===== src/rtl/irq_accept_pkg.sv =====
package irq_accept_pkg;

  // Strobes from the decision logic to the state registers.
  typedef struct packed {
    logic take;      // request accepted at this boundary
    logic setIe;     // enable instruction takes effect
    logic clrIe;     // flag cleared (accept or disable)
    logic dropMask;  // post-enable mask expires
  } ctlStrobes_t;

  // Restart opcode: 11 ttt 111, where ttt selects vector ttt*8.
  function automatic logic [7:0] restartOpcode(input logic [2:0] slot);
    return {2'b11, slot, 3'b111};
  endfunction

endpackage


===== src/rtl/irq_accept_ctrl.sv =====
module irq_accept_ctrl
  import irq_accept_pkg::*;
(
  input  logic        clk,
  input  logic        rstN,
  input  logic        irqN,
  input  logic        instrBoundary,
  input  logic        eiExec,
  input  logic        diExec,
  input  logic        ieFlag,
  input  logic        maskActive,
  input  logic        pending,
  output ctlStrobes_t strobes
);

  logic requestSeen;
  logic gateOpen;

  always_comb begin
    requestSeen = instrBoundary && !irqN;
    gateOpen    = ieFlag && !maskActive && !pending;

    strobes.take     = requestSeen && gateOpen;
    strobes.clrIe    = strobes.take || diExec;
    strobes.setIe    = eiExec && !strobes.clrIe;
    strobes.dropMask = instrBoundary || strobes.clrIe;
  end


  take_needs_flag_chk: assert property (@(posedge clk) disable iff (!rstN)
    strobes.take |-> ieFlag);


  di_blocks_set_chk: assert property (@(posedge clk) disable iff (!rstN)
    diExec |-> !strobes.setIe);

endmodule


===== src/rtl/irq_accept_datapath.sv =====
module irq_accept_datapath
  import irq_accept_pkg::*;
#(
  parameter logic [7:0] RST_OPCODE = 8'hFF
)(
  input  logic        clk,
  input  logic        rstN,
  input  ctlStrobes_t strobes,
  input  logic        fetchReady,
  output logic        ieFlag,
  output logic        maskActive,
  output logic        pending,
  output logic        injectValid,
  output logic [7:0]  injectOpcode,
  output logic        holdPc
);

  logic ieQ, maskQ, pendQ;

  always_ff @(posedge clk or negedge rstN) begin
    if (!rstN) begin
      ieQ   <= 1'b0;
      maskQ <= 1'b0;
      pendQ <= 1'b0;
    end else begin
      if (strobes.clrIe)      ieQ <= 1'b0;
      else if (strobes.setIe) ieQ <= 1'b1;

      if (strobes.setIe)         maskQ <= 1'b1;
      else if (strobes.dropMask) maskQ <= 1'b0;

      if (strobes.take)                pendQ <= 1'b1;
      else if (pendQ && fetchReady)    pendQ <= 1'b0;
    end
  end

  always_comb begin
    ieFlag       = ieQ;
    maskActive   = maskQ;
    pending      = pendQ;
    holdPc       = pendQ;
    injectValid  = pendQ && fetchReady;
    injectOpcode = injectValid ? RST_OPCODE : 8'h00;
  end


  flag_cleared_on_take_chk: assert property (@(posedge clk) disable iff (!rstN)
    strobes.take |=> !ieQ);


  single_inject_chk: assert property (@(posedge clk) disable iff (!rstN)
    injectValid |=> !injectValid && !holdPc);


  rise_needs_open_gate_chk: assert property (@(posedge clk) disable iff (!rstN)
    $rose(pendQ) |-> $past(ieQ) && !$past(maskQ));


  opcode_shape_chk: assert property (@(posedge clk) disable iff (!rstN)
    injectValid |-> injectOpcode[7:6] == 2'b11 && injectOpcode[2:0] == 3'b111);

endmodule


===== src/rtl/irq_accept_unit.sv =====
module irq_accept_unit
  import irq_accept_pkg::*;
#(
  parameter logic [15:0] VECTOR_ADDR = 16'h0038
)(
  input  logic       clk,
  input  logic       rstN,
  input  logic       irqN,
  input  logic       instrBoundary,
  input  logic       eiExec,
  input  logic       diExec,
  input  logic       fetchReady,
  output logic       injectValid,
  output logic [7:0] injectOpcode,
  output logic       holdPc,
  output logic       ieFlag
);

  localparam logic [2:0] VEC_SLOT   = VECTOR_ADDR[5:3];
  localparam logic [7:0] RST_OPCODE = restartOpcode(VEC_SLOT);

  ctlStrobes_t strobes;
  logic        maskActive;
  logic        pending;

  irq_accept_ctrl u_ctrl (
    .clk           (clk),
    .rstN          (rstN),
    .irqN          (irqN),
    .instrBoundary (instrBoundary),
    .eiExec        (eiExec),
    .diExec        (diExec),
    .ieFlag        (ieFlag),
    .maskActive    (maskActive),
    .pending       (pending),
    .strobes       (strobes)
  );

  irq_accept_datapath #(.RST_OPCODE(RST_OPCODE)) u_dp (
    .clk          (clk),
    .rstN         (rstN),
    .strobes      (strobes),
    .fetchReady   (fetchReady),
    .ieFlag       (ieFlag),
    .maskActive   (maskActive),
    .pending      (pending),
    .injectValid  (injectValid),
    .injectOpcode (injectOpcode),
    .holdPc       (holdPc)
  );


  disable_clears_flag_chk: assert property (@(posedge clk) disable iff (!rstN)
    diExec |=> !ieFlag);


  enable_loses_to_take_chk: assert property (@(posedge clk) disable iff (!rstN)
    (eiExec && instrBoundary && !irqN && ieFlag && !holdPc && !maskActive) |=> !ieFlag && holdPc);

endmodule


===== config.mk =====
export PLATFORM = sky130hd
export DESIGN_NAME = irq_accept_unit
export DESIGN_NICKNAME = d
export VERILOG_FILES = /design/src/rtl/irq_accept_pkg.sv /design/src/rtl/irq_accept_ctrl.sv /design/src/rtl/irq_accept_datapath.sv /design/src/rtl/irq_accept_unit.sv
export SDC_FILE = /design/constraint.sdc
export NUM_CORES = 1
export LEC_CHECK = 0
export BUFFER_PORTS_ARGS = -buffer_cell sky130_fd_sc_hd__buf_2
export CAP_MARGIN = 30
export CORE_AREA = 2 2 39 41
export DETAILED_ROUTE_END_ITERATION = 8
export DIE_AREA = 0 0 41 43
export GPL_ROUTABILITY_DRIVEN = 1
export HOLD_SLACK_MARGIN = 0.06
export SYNTH_ARGS = -nofsm -noshare
export SYNTH_HDL_FRONTEND = slang
export SYNTH_SLANG_ARGS = --single-unit

===== constraint.sdc =====
create_clock -name clk -period 2 [get_ports clk]
set_input_delay 0.4 -clock clk [delete_from_list [all_inputs] [get_ports clk]]
set_output_delay 0.4 -clock clk [all_outputs]
set_load 0.02 [all_outputs]

**After elaboration in Yosys (flattened, before gate mapping)**

Index checks and enable logic that the tools add are counted.

- Output and inout bits: 11
- Logic and storage cells: 25
- Register bits: 3
- Bits of input ports: 7

- Mux-type cells: 7
- Reductions and logical operators: 15

Operator list:

| cell | count |
|---|---|
| $mux W8 | 1 |
| $logic_and A1 B1 Y1 | 6 |
| $mux W1 | 6 |
| $reduce_bool A2 Y1 | 3 |
| $logic_not A1 Y1 | 4 |
| $logic_or A1 B1 Y1 | 2 |

**Depth between registers and ports, before layout**

Gate-level depths: netlist (run 1).

- Depth in word-level cells: 9
- Depth in mapped cells: 3
- Depth with buffers taken out: 3

**Modules after synthesis**

A second synthesis (run 1) with hierarchy kept.

- Cells, all modules: 25
- Area, all modules: 236.5 um^2

Modules (own cells, without submodules):

| module | area an instance (um^2) | seq. area each (um^2) | times used | cells each |
|---|---|---|---|---|
| irq_accept_datapath | 180.2 | 75.1 | 1 | 19 |
| irq_accept_ctrl | 56.3 | 0.0 | 1 | 6 |

**Worst setup path after synthesis (run 1)**

OpenSTA, ideal clock, no wires.

- Path type: register to output
- Start: reg u_dp.pendQ, in the netlist u_dp.holdPc
- End: out injectOpcode[0]
- Buffers on the path: 1
- Slack: 0.509 ns
- Data arrival time: 1.091 ns
- Required time: 1.600 ns
- Cell stages (with the launch flop): 3
- Cells stage by stage: dfrtp_1 > and2_1 > buf_4

- Cells in the longest elaborated chain, start to end: 2

RTL lines:

| what | line | text |
|---|---|---|
| start, declared | irq_accept_datapath.sv:18 | `logic ieQ, maskQ, pendQ;` |
| start signal, assigned | irq_accept_datapath.sv:24 | `pendQ <= 1'b0;` |
| start signal, assigned | irq_accept_datapath.sv:32 | `if (strobes.take) pendQ <= 1'b1;` |
| start signal, assigned | irq_accept_datapath.sv:33 | `else if (pendQ && fetchReady) pendQ <= 1'b0;` |
| $logic_and A1 B1 Y1 | irq_accept_datapath.sv:42 | `injectValid = pendQ && fetchReady;` |
| named net injectValid | irq_accept_unit.sv:13 | `output logic injectValid,` |
| $mux W8 | irq_accept_datapath.sv:43 | `injectOpcode = injectValid ? RST_OPCODE : 8'h00;` |
| end, declared | irq_accept_unit.sv:14 | `output logic [7:0] injectOpcode,` |

The timed path passes the listed nets, and every way through them passes these cells.

**Final worst setup path (run 1)**

- Start: reg u_dp.pendQ, in the netlist u_dp.holdPc
- End: out injectOpcode[7]

- Cells in the longest elaborated chain, start to end: 2

RTL lines:

| what | line |
|---|---|
| $logic_and A1 B1 Y1 | irq_accept_datapath.sv:42 |
| $mux W8 | irq_accept_datapath.sv:43 |

No other way between the ends.

==> flow_metrics.py, run 1 <==
metrics = {
    "cts": {
        "clk_latency_ps": 240,
        "cts_tree": "built",
        "clk_pin_slew_ps": 40,
        "cts.sinks": 3,
        "ctsHoldBuffers": 1,
        "cts_buffers": 3,
        "clockBufferDepth": 2,
        "clock-root-buffer": "clkbuf_4",
        "postCtsSetupRepairBufs": 0,
        "ctsResizeCount": 0,
        "ctsHtreeMaxLevel": 1,
    },
    "grt": {
        "antenna_found_initial": 0,
        "grt_pass1_vias": 166,
        "grt_max_degree": 10,
        "grt_pass1_wl_microns": 586,
        "grt_use_total_pct": 5.84,
        "overflow": 0,
    },
    "worst_hold_path": {
        "hp-class": "in -> reg",
    },
    "power_and_ir_drop": {
        "power.leakage_uw": 0.000174,
        "pwr-share-seq_pct": 31.6,
        "pwr-share-comb_pct": 18.0,
        "p_sw_uw": 62.0,
        "ir_worst_vdd_mv": 0.282,
        "pwr-share-clk_pct": 50.4,
        "swShare_pct": 28.4,
        "powerDensity_mw_per_mm2": 793,
        "p_int_uw": 156,
    },
    "floorplan": {
        "rows": 14,
        "io_pins": 18,
        "die_y_microns": 43,
        "start_util_pct": 14.0,
        "core_area_sq_mm": 0.00138,
        "dieWidth_microns": 41,
        "die-area_sq_mm": 0.00176,
    },
    "synth": {
        "synth_nets": 28,
        "synth_seq_cells": 3,
        "synth-xor-area-share_pct": 0,
        "synthesis.area_sq_um": 194,
        "synth_cells": 21,
        "synthAdderAreaFrac_pct": 0,
        "syn-mean-instance-area_sq_um": 9.24,
        "muxShareOfSynthArea_pct": 0,
        "synth_top_family_by_area": "buffers and inverters",
        "synth_compound_area_share_pct": 6.45,
        "synth_cell_types": 10,
        "yosysWarnings": 0,
        "synthSimpleGateAreaFrac_pct": 20.0,
        "yosysSeqAreaShare_pct": 38.7,
    },
    "timing": {
        "finalSetupTns_ps": 0,
        "fmax_mhz": 679,
        "period_share_pct": 73.6,
        "finClkSkew_ps": 3.42,
        "tightest_slew_ps": 340,
        "hold_viol": 0,
        "holdWs_ps": 334,
        "slew-limit-headroom_pct": 77.2,
        "drv_slew": 0,
        "final-setup-viol-count": 0,
        "rsz0062_at_grt": "no",
        "period_minus_slack_ps": 1470,
    },
    "worst_setup_path": {
        "slowest_stage": "dfrtp_1",
        "slowest_delay_ps": 380,
        "critPathKind": "reg -> out",
        "crit_chain": "and2_1, buf_2",
        "worstPathRequired_ps": 1600,
        "arrival_ps": 1070,
        "crit_buf_inv": 1,
        "cp-end-kind": "output port",
        "cp_max_fo": 9,
        "start_kind": "flip-flop",
        "cp_top_family": "flip-flops",
    },
    "cells_and_area": {
        "final_common_cell": "buf_2",
        "area_delta_synth_final_pct": 41.9,
        "drive_above_1_share_pct": 60.0,
        "antenna_cells_inserted": 0,
        "layout.nets": 43,
        "fill_cells": 144,
        "final_cell_mix": "17 x buf_2, 3 x clkbuf_4, 3 x dfrtp_1",
    },
    "detailed_routing": {
        "wirelength_microns": 388,
        "num_vias": 171,
        "dr.first_iter.drc_count": 0,
        "drtAntennaViolNets": 0,
        "dr.pass1.iters": 1,
        "drc": 0,
        "viasPerCell": 3.35,
        "wire_per_inst_microns": 7.61,
    },
    "flow_run": {
        "maxCapViolations": 0,
    },
    "placed_design": {
        "routabilityCongestion": 0.651,
        "dp_hpwl_microns": 288,
        "numPortBuffers": 17,
    },
    "run_status": {
        "status": "finished clean",
    },
}
[power groups by stage]
stage / Clock (uW) / Combinational (uW) / Sequential, uW
CTS: 118 / 39.8 / 69.0
global route: 121 / 42.6 / 69.8
detailed placement: 0 / 38.3 / 69.8
floorplan: 0 / 26.0 / 72.8
finish: 110 / 39.4 / 68.9
global placement: 0 / 38.0 / 69.9
[metal layers]
layer / wire, microns / share of wire, % / up-vias / GRT usage, %
li1: - / - / 86 / -
met1: 155 / 40 / 76 / 4.85
met5: 0 / 0 / - / 0
met3: 13 / 3.4 / 0 / 3.14
met4: 0 / 0 / 0 / 10.0
met2: 220 / 57 / 9 / 6.88
[synthesized netlist by cell type]
cell      count  area share [%]
a21o_1        1             3.9
a21oi_1       1             2.6
and2_1        1             3.2
buf_4         8              31
dfrtp_1       3              39
inv_1         2             3.9
nand2b_1      1             3.2
nor2_1        1             1.9
nor3_1        2             5.2
nor4_2        1             6.5
[sequential cells by signal (all words and copies together) (netlist names)]
name	cells
u_dp.maskActive	1
u_dp.ieFlag	1
u_dp.holdPc	1
[path summary, 6_finish.rpt]
check                            start               to  slack (ps)  cells past startpoint
max in group asynchronous         rstN      u_dp.holdPc        1390                      2
min reg2reg                u_dp.holdPc      u_dp.holdPc         540                      1
min                             diExec  u_dp.maskActive         330                      2
max reg2reg                u_dp.holdPc      u_dp.ieFlag        1020                      2
max                        u_dp.holdPc  injectOpcode[7]         530                      2
min in group asynchronous         rstN      u_dp.ieFlag         500                      2
[area by class of cell]
class | count | area [sq um] | share of cell area [%]
timing repair buffer | 18 | 95.1 | 34.5
inverter | 2 | 7.51 | 2.73
multi-input combinational | 8 | 51.3 | 18.6
tap | 16 | 20.0 | 7.27
clock buffer | 4 | 26.3 | 9.55
sequential | 3 | 75.1 | 27.3
[stage by stage]
step	cell area (sq um)	power, uW	instances	setup WS, ps	util [%]
floorplan	194	98.8	21	509	-
global placement	239	108	46	711	17.3
detailed placement	239	108	46	674	17.3
CTS	275	227	51	494	19.9
global route	275	234	51	427	19.9
finish	275	218	51	528	19.9
[cell families (layout without fill, tap and decap cells)]
logic type             after synthesis  count (layout)
AOI/OAI and AO/OA                    2               2
and+or+nand+nor                      6               6
buffers and inverters               10              24
DFF                                  3               3
(Power assumes the default switching activity.)
==> inputs of run 2 (changes only) <==
==> constraint.sdc (replaced) <==
create_clock -name clk -period 1.3 [get_ports clk]
set_input_delay 0.26 -clock clk [delete_from_list [all_inputs] [get_ports clk]]
set_output_delay 0.26 -clock clk [all_outputs]
set_load 0.02 [all_outputs]
==> run 2 against run 1 <==
  * Final cell count is 2.0% higher
  * Critical path depth stayed put
  * Via count is 3.5% higher
  * Clock skew is 1.3 ps lower
  * Register-to-register slack worse by 820 ps
  * Total power is 54% higher
  * Critical path type unchanged
  * Highest routed layer unchanged
==> flow_metrics.py, run 2 (synthesized netlist as in run 1, its figures left out) <==
metrics = {
    "cells_and_area": {
        "layout.nets": 44,
        "fill_cells": 146,
        "final_cell_mix": "17 x buf_2, 3 x clkbuf_4, 3 x dfrtp_1",
        "area_delta_synth_final_pct": 47.1,
        "drive_above_1_share_pct": 63.9,
        "antenna_cells_inserted": 0,
        "fin_util_pct": 20.6,
        "final_common_cell": "buf_2",
        "fin_area_sq_um": 285,
    },
    "grt": {
        "overflow": 0,
        "grt_max_degree": 10,
        "grt_pass1_wl_microns": 669,
        "grt_pass1_vias": 169,
        "grt_use_total_pct": 6.45,
        "antenna_found_initial": 0,
    },
    "worst_setup_path": {
        "r2r-end": "u_dp.ieFlag",
        "cp-startpoint": "u_dp.holdPc",
        "cp_max_fo": 9,
        "rr_worst_depth": 3,
        "crit_path_end": "injectOpcode[1]",
        "r2r_start": "u_dp.holdPc",
        "cp-end-kind": "output port",
        "arrival_ps": 960,
        "start_kind": "flip-flop",
        "critPathKind": "reg -> out",
        "worstPathRequired_ps": 1040,
        "r2r_slack_ps": 200,
    },
    "floorplan": {
        "start_util_pct": 14.0,
        "rows": 14,
        "die-area_sq_mm": 0.00176,
        "core_area_sq_mm": 0.00138,
        "die_y_microns": 43,
        "dieWidth_microns": 41,
        "io_pins": 18,
    },
    "power_and_ir_drop": {
        "ir_worst_vdd_mv": 0.396,
        "powerDensity_mw_per_mm2": 1180,
        "power.leakage_uw": 0.000181,
    },
    "placed_design": {
        "routabilityCongestion": 0.657,
        "numPortBuffers": 17,
        "dpl_cell_area_sq_um": 240,
    },
    "cts": {
        "cts.sinks": 3,
        "clk_latency_ps": 230,
        "clk_pin_slew_ps": 40,
        "cts_tree": "built",
        "clockBufferDepth": 2,
        "cts_buffers": 3,
        "ctsHtreeMaxLevel": 1,
        "clock-root-buffer": "clkbuf_4",
    },
    "flow_run": {
        "maxCapViolations": 0,
    },
    "timing": {
        "finClkSkew_ps": 2.08,
        "fmax_mhz": 820,
        "hold_viol": 0,
        "period_share_pct": 93.8,
        "holdWs_ps": 212,
        "tightest_slew_ps": 340,
        "slew-limit-headroom_pct": 77.2,
        "period_minus_slack_ps": 1220,
        "final-setup-viol-count": 0,
        "drv_slew": 0,
        "finalSetupTns_ps": 0,
        "rsz0062_at_grt": "no",
    },
    "detailed_routing": {
        "wire_per_inst_microns": 8.62,
        "dr.first_iter.drc_count": 6,
        "wirelength_microns": 448,
        "viasPerCell": 3.40,
        "drtAntennaViolNets": 0,
        "num_vias": 177,
        "drc": 0,
        "dr.pass1.iters": 4,
    },
    "run_status": {
        "status": "finished clean",
    },
    "worst_hold_path": {
        "hp-class": "in -> reg",
    },
}
[run 2: changes by cell type in the layout (fill, tap and decap cells not counted)]
cell,change
buf_4,+1
and2_4,+1
and2_1,-1
[run 2: final cells by class]
class,count,area (sq um),area share (%)
multi-input cells,8,53.8,18.9
repair buffers,19,103,36.0
inverters,2,7.51,2.63
well taps,16,20.0,7.02
clock buffers,4,26.3,9.21
flip-flops and latches,3,75.1,26.3
[run 2: critical path, stage by stage (launching register included)]
cell and delay (ps):
dfrtp_1 390, and2_4 190, buf_2 160
[run 2: routing by layer]
layer | vias to the layer above | track usage [%] | part of all wire, %
met5 | - | 0 | 0
li1 | 89 | - | -
met2 | 11 | 7.50 | 51
met1 | 77 | 5.84 | 41
met4 | 0 | 8.00 | 0
met3 | 0 | 5.24 | 8.3
[run 2: worst min path at each step]
| stage | startpoint | end | slack [ps] | depth (start not counted) |
|---|---|---|---|---|
| after floorplan | rstN | u_dp.holdPc | -40 | 0 |
| after global placement | rstN | u_dp.ieFlag | 60 | 1 |
| after detailed placement | rstN | u_dp.ieFlag | 60 | 1 |
| after CTS | diExec | u_dp.ieFlag | 190 | 2 |
| after global routing | diExec | u_dp.maskActive | 200 | 2 |
| final | diExec | u_dp.maskActive | 210 | 2 |
[run 2: per-stage QoR]
step           setup WS (ps)  total power (uW)  std cells
6_report                81.2               337         52
4_1_cts                 40.7               343         51
3_5_place_dp             237               167         46
5_1_grt                 42.1               362         52
3_3_place_gp             260               167         46
2_1_floorplan           75.8               152         21
[run 2: report_power, final]
part | total [uW] | switching [uW] | internal, uW
combinational | 66.3 | 38.3 | 28.0
sequential | 106 | 5.47 | 100
clock | 165 | 49.8 | 115
total | 337 | 93.5 | 244
[run 2: timing repair]
| item | in CTS | in global routing |
|---|---|---|
| gates resized for setup | 1 | 0 |
| buffers inserted | 0 | 1 |
| hold buffers | 1 | 0 |
| endpoints found under the setup margin | 9 | 3 |
| endpoints found under the hold margin | 3 | 0 |
